## config.mk

```make
export PLATFORM = sky130hd
export DESIGN_NAME = l1_miss_table
export DESIGN_NICKNAME = d
export VERILOG_FILES = /design/src/rtl/l1_miss_table.sv
export SDC_FILE = /design/constraint.sdc
export NUM_CORES = 1
export LEC_CHECK = 0
export BUFFER_PORTS_ARGS = -buffer_cell sky130_fd_sc_hd__buf_2
export CORE_MARGIN = 3
export CORE_UTILIZATION = 30
export DETAILED_ROUTE_END_ITERATION = 8
export MAX_ROUTING_LAYER = met4
export PLACE_DENSITY_LB_ADDON = 0.12
export SYNTH_ARGS = -nofsm -noshare
export SYNTH_HDL_FRONTEND = slang
export SYNTH_SLANG_ARGS = --single-unit
```

## constraint.sdc

```tcl
create_clock -name clk -period 5.54 [get_ports clk]
set_input_delay 0.831 -clock clk [delete_from_list [all_inputs] [get_ports clk]]
set_output_delay 0.831 -clock clk [all_outputs]
set_load 0.01 [all_outputs]
```

## src/rtl/l1_miss_table.sv

```systemverilog
module l1_miss_table #(
  parameter int ENTRIES = 4,
  parameter int LINE_AW = 26,
  parameter int WARP_W  = 5,
  parameter int LANES   = 32,
  parameter int DATA_W  = 128,
  localparam int IDX_W  = $clog2(ENTRIES)
) (
  input  logic               clk,
  input  logic               rst_n,
  input  logic               miss_valid,
  output logic               miss_ready,
  input  logic               miss_is_store,
  input  logic [LINE_AW-1:0] miss_line,
  input  logic [WARP_W-1:0]  miss_warp,
  input  logic [LANES-1:0]   miss_mask,
  output logic               req_valid,
  input  logic               req_ready,
  output logic [LINE_AW-1:0] req_line,
  output logic [IDX_W-1:0]   req_tag,
  input  logic               rsp_valid,
  input  logic [IDX_W-1:0]   rsp_tag,
  input  logic [DATA_W-1:0]  rsp_data,
  output logic               fill_we,
  output logic [LINE_AW-1:0] fill_line,
  output logic [DATA_W-1:0]  fill_data,
  output logic               replay_valid,
  output logic [WARP_W-1:0]  replay_warp,
  output logic [LANES-1:0]   replay_mask
);
  logic [ENTRIES-1:0] vld;
  logic [LINE_AW-1:0] e_line [ENTRIES];
  logic [WARP_W-1:0]  e_warp [ENTRIES];
  logic [LANES-1:0]   e_mask [ENTRIES];

  logic [IDX_W-1:0] q_idx [ENTRIES];
  logic [IDX_W-1:0] q_head, q_tail;
  logic [IDX_W:0]   q_cnt;

  logic [IDX_W-1:0] f_idx, free_idx;
  logic [ENTRIES-1:0] hit_vec;
  logic take, any_hit, do_alloc, do_merge, pop;
  logic [LANES-1:0] merged_mask;

  always_comb begin
    for (int i = 0; i < ENTRIES; i++)
      hit_vec[i] = vld[i] && (e_line[i] == miss_line);
  end

  always_comb begin
    free_idx = '0;
    for (int i = ENTRIES - 1; i >= 0; i--)
      if (!vld[i]) free_idx = IDX_W'(i);
  end

  assign miss_ready = ~&vld;
  assign any_hit    = |hit_vec;
  assign take       = miss_valid && miss_ready && !miss_is_store;
  assign do_alloc   = take && !any_hit;
  assign do_merge   = take && any_hit;

  assign req_valid  = (q_cnt != '0);
  assign req_tag    = q_idx[q_head];
  assign req_line   = e_line[req_tag];
  assign pop        = req_valid && req_ready;

  assign fill_line  = e_line[f_idx];
  assign merged_mask = e_mask[f_idx] | ((do_merge && hit_vec[f_idx]) ? miss_mask : '0);

  always_ff @(posedge clk) begin
    if (!rst_n) begin
      vld          <= '0;
      q_head       <= '0;
      q_tail       <= '0;
      q_cnt        <= '0;
      fill_we      <= 1'b0;
      replay_valid <= 1'b0;
    end else begin
      fill_we      <= rsp_valid;
      replay_valid <= fill_we;
      if (fill_we) vld[f_idx] <= 1'b0;
      if (do_alloc) begin
        vld[free_idx] <= 1'b1;
        q_tail        <= q_tail + 1'b1;
      end
      if (pop) q_head <= q_head + 1'b1;
      q_cnt <= q_cnt + (IDX_W+1)'(do_alloc) - (IDX_W+1)'(pop);
    end
  end

  always_ff @(posedge clk) begin
    if (rsp_valid) begin
      f_idx     <= rsp_tag;
      fill_data <= rsp_data;
    end
    if (fill_we) begin
      replay_warp <= e_warp[f_idx];
      replay_mask <= merged_mask;
    end
    if (do_alloc) begin
      e_line[free_idx] <= miss_line;
      e_warp[free_idx] <= miss_warp;
      e_mask[free_idx] <= miss_mask;
      q_idx[q_tail]    <= free_idx;
    end
    for (int i = 0; i < ENTRIES; i++)
      if (do_merge && hit_vec[i]) e_mask[i] <= e_mask[i] | miss_mask;
  end
endmodule

```

**Yosys cells after proc, flatten, opt, wreduce, memory -nomap -nowiden**

Memories as Yosys holds them, arrays and structs flattened. A register that Yosys moved wholly into a read port is not among the register bits.
Index checks and enable logic that the tools add are counted.

- Register bits: 175
- Bits in writable memories: 260
- Bits of input ports: 199
- Logic and storage cells: 87
- Memories kept: 4

Memory list:

| memory | depth | bits a word | read ports | clocked after memory_dff | write ports | RTL line | source |
|---|---|---|---|---|---|---|---|
| e_mask | 4 | 32 | 5 | 1 | 4 | 34 | `logic [LANES-1:0] e_mask [ENTRIES];` |
| e_line | 4 | 26 | 6 | 1 | 1 | 32 | `logic [LINE_AW-1:0] e_line [ENTRIES];` |
| e_warp | 4 | 5 | 1 | 1 | 1 | 33 | `logic [WARP_W-1:0] e_warp [ENTRIES];` |
| q_idx | 4 | 2 | 1 | 1 | 1 | 36 | `logic [IDX_W-1:0] q_idx [ENTRIES];` |

- $add $sub $neg: 4
- Order comparisons: 4
- Equal/unequal tests: 4
- Muxes and demuxes: 31
- Bitwise operators: 8
- Reduce and logical (&&, ||, !) cells: 23

Operators with widths:

| operator | count |
|---|---|
| bitwise OR 32 bit | 5 |
| equality test 26 bit | 4 |
| two-way mux 32 bit | 2 |
| OR reduction 32 bit | 1 |
| two-way mux 2 bit | 9 |
| logical AND 1 bit | 16 |
| two-way mux 1 bit | 14 |
| two-way mux 4 bit | 3 |
| < comparator 2 x 3 -> 1 bit (second input constant) | 2 |
| adder 2 x 1 -> 2 bit (second input constant) | 2 |
| AND 4 bit | 1 |
| demux 1 bit (select 2 bit) | 2 |
| >= comparator 2 x 1 -> 1 bit (second input constant) | 2 |
| NOT 4 bit | 1 |
| bitwise OR 4 bit | 1 |
| AND reduction 4 bit | 1 |
| OR reduction 4 bit | 1 |
| adder 3 x 1 -> 3 bit | 1 |
| zero test 1 bit | 3 |
| nonzero test 3 bit | 1 |
| subtractor 3 x 1 -> 3 bit | 1 |
| binary-select mux 1 bit (select 2 bit) | 1 |

**Longest topological paths before layout**

- Word-level depth: 10
- Mapped depth: 16
- Mapped depth without buffers: 13

**Worst setup path before layout**

No wires, ideal clock.

- Kind: input to register
- From: input port miss_line[20]
- To: memory e_mask[2][0] (enable)
- Setup time: 0.470 ns
- Arrival time: 4.524 ns
- Slack: 0.546 ns
- Stages on the path: 11
- Buffers on the path: 3
- Cells stage by stage: buf_2 xnor2_1 nand4_1 nor4_1 nand4_1 and4_1 nor2b_1 buf_2 inv_2 buf_2 o31ai_1

RTL lines:

| element | RTL line | source |
|---|---|---|
| start, declared | 14 | `input logic [LINE_AW-1:0] miss_line,` |
| end, declared | 34 |  |

==> impl_metrics.yaml <==
synth:
  synthDistinctLibCells: 42
  synth-main-ff-cell: "edfxtp_1"
  syn_avg_cell_area_um2: 17.74
  seq_area_frac_synth_pct: 68.78
  netlist_instances: 1079
  synth_warnings: 0
  synth.largest_area_cell: "edfxtp_1"
  synth_nets: 1285
  synth_seq_cells: 444
  synth_top_cell_area_share_pct: 67.00
  synth_area_leaders: "edfxtp_1, mux4_2, a211o_1"
  async_flop_share_pct: 0
  syn_area_mm2: 0.01914
  synth-edff-count: 427
grt:
  grt_pass1_wl_um: 88590
  antenna_found_initial: 9
  gr-total-overflow: 0
  grt_pass1_vias: 12715
  grt_max_degree: 118
  grt_usage_pct: 18.55
floorplanning:
  die_h_um: 258.6
  initial_core_util_pct: 30.67
  die_x_um: 258.6
  fp.dieArea_mm2: 0.06686
  num_io_pins: 422
  rows: 91
  core_area_mm2: 0.06239
timing:
  rsz0062_at_grt: "no"
  fin_tns_setup_ns: 0
  slew_headroom_pct: 30.45
  drv_slew: 0
  period_minus_slack_ns: 3.831
  hold_viol: 0
  skew_ns: 0.01685
  clock.fmax_mhz: 261.1
  tightest_slew_ns: 1.043
  period_share_pct: 69.14
  setup_violations: 0
power:
  ir_drop_uv: 252.3
  pwr-share-seq_pct: 46.6
  leakagePower_nw: 9.563
  clkPwrFrac_pct: 40.9
  p_switching_mw: 2.057
  intPower_mw: 6.409
  combPwrFrac_pct: 12.5
  p_sw_share_pct: 24.30
  p_total_mw: 8.466
  p_per_area_mw_per_mm2: 353.2
cts:
  clock_sinks: 444
  post_cts_buffers: 0
  cts-hold-fix-buffers: 0
  postCtsResizedCells: 0
  cts_tree: "done"
  h-tree-depth: 2
  clk_pin_slew_ns: 0.06
  cts_buffer_depth: 3
  numCtsBuffers: 52
  clk_latency_ns: 0.60
  cts-root-buf: "clkbuf_16"
drt:
  wl_per_cell_um: 25.56
  drc_errors: 0
  drtIter0Drc: 900
  dr_total_vias: 12098
  totalWireLength_um: 61150
  avgViaCountPerCell: 5.058
  dr.pass1.iters: 5
  final_antenna_net_count: 0
worst_setup_path:
  slowest_stage: "xnor2_1"
  crit_required_ns: 6.03
  worst-path-max-fanout: 12
  critPathKind: "reg -> reg"
  worst_path_largest_cell_delay_ns: 0.46
  cp-end-kind: "flop"
  arrival_ns: 4.32
  crit_chain: "xnor2_1, nand4_1, nor4_1, nand4_1, and4_1, nor2b_1, inv_2, ha_1, inv_1, ha_1, fa_1, and2_1"
  start_kind: "flop"
  path_buf_inv: 2
  cpLargestDelayFamily: "simple AND/OR/NAND/NOR gates"
cells_and_area:
  nNetsFinal: 1716
  area_growth_pct: 25.25
  layout-drive-gt1-share_pct: 40.70
flow_run:
  max-cap-violations: 0
placed_design:
  gp_congestion: 0.8391
  dpl.hpwl_um: 40230
  portBuffers: 421
run_status:
  status: "complete, no violations"
hold_path:
  hold_path_class: "in -> reg"
## cell families (layout without fill, tap and decap cells)
kind of cell | after synthesis | after routing | share of synthesized area [%]
flip-flops | 444 | 444 | 68.78
AND/OR/NAND/NOR | 178 | 178 | 5.590
AO/OA/AOI/OAI | 172 | 172 | 7.342
XOR/XNOR | 108 | 108 | 4.982
multiplexers | 96 | 96 | 11.05
buffers and inverters | 74 | 543 | 1.765
adder cells (fa/ha/maj) | 7 | 7 | 0.4969
other | 0 | 7 | 0
## Yosys cell counts, drive strengths merged, types with 2 or more instances
master	number
mux4	92
nor4	12
and2	9
xor2	45
edfxtp	427
nor3	7
nand3b	2
ha	6
inv	9
a211o	96
nand3	5
o21ai	3
nand4	20
mux2	2
or2	4
and3	96
a21o	64
clkbuf	42
buf	23
dfxtp	17
mux2i	2
nor2	11
nand2	7
nand2b	2
o31ai	3
xnor2	63
## power by group through the flow
| stage | Combinational (mW) | Clock (mW) | Sequential, mW |
|---|---|---|---|
| final | 1.06 | 3.47 | 3.94 |
| after global routing | 1.14 | 3.70 | 3.96 |
| after CTS | 1.08 | 3.58 | 3.95 |
| after detailed placement | 1.08 | 0 | 4.01 |
| after global placement | 1.08 | 0 | 4.02 |
| after floorplan | 0.536 | 0 | 4.03 |
## final cells by class
cell class                      count  area, um2
Fill cell                        5942      38420
Sequential cell                   444      13170
Multi-Input combinational cell    561       5714
Timing Repair Buffer              442       2292
Clock buffer                       66       1375
Tap cell                          837       1047
Clock inverter                     26      319.1
Inverter                            9      33.78
Antenna cell                        7      17.52
## state kept, by name, indices dropped and copies added (netlist names), named ones only
register,flops
replay_warp,5
q_idx,8
e_warp,20
replay_mask,32
q_head,2
q_tail,2
q_cnt,3
vld,4
e_line,104
replay_valid,1
e_mask,128
f_idx,2
fill_data,128
fill_we,1
## layout by cell type, fill, tap and decap left out, types with 9 or more instances in the layout
cell type and count:
nor4_1 12, buf_2 420, a211o_1 96, xor2_1 45, clkbuf_1 13, buf_4 20
clkbuf_16 53, and3_1 96, nand4_1 20, xnor2_1 62, a21o_1 64, dfxtp_1 14
and2_1 9, edfxtp_1 427, mux4_2 92
## worst paths after layout
kind | from | to | slack, ns | depth (start not counted)
min | rsp_data[51] | fill_data[51] | 0.41 | 1
max reg2reg | e_line[3][9] | q_cnt[1] | 1.71 | 12
min reg2reg | q_tail[1] | q_tail[1] | 0.52 | 2
max | e_line[3][9] | q_cnt[1] | 1.71 | 12
## per-stage QoR
step                      utilization (%)  cell area (um2)  worst slack (ns)  std cells  hold slack (ns)
after floorplan                         -            19140            0.5463       1079           0.4677
after global placement              35.67            22260             1.150       2293           0.4860
after detailed placement            35.67            22260             1.115       2293           0.5062
after CTS                           38.39            23950             1.668       2385           0.3619
after global routing                38.41            23970             1.432       2391           0.3756
final                               38.42            23970             1.709       2392           0.4096
## per-layer routing
layer / share of wire [%] / GRT usage (%)
met4: 1.7 / 4.291
met3: 7.9 / 4.534
met2: 48 / 28.81
met1: 43 / 24.68
met5: 0 / -
Note: power is estimated with default switching activity, not from simulation.
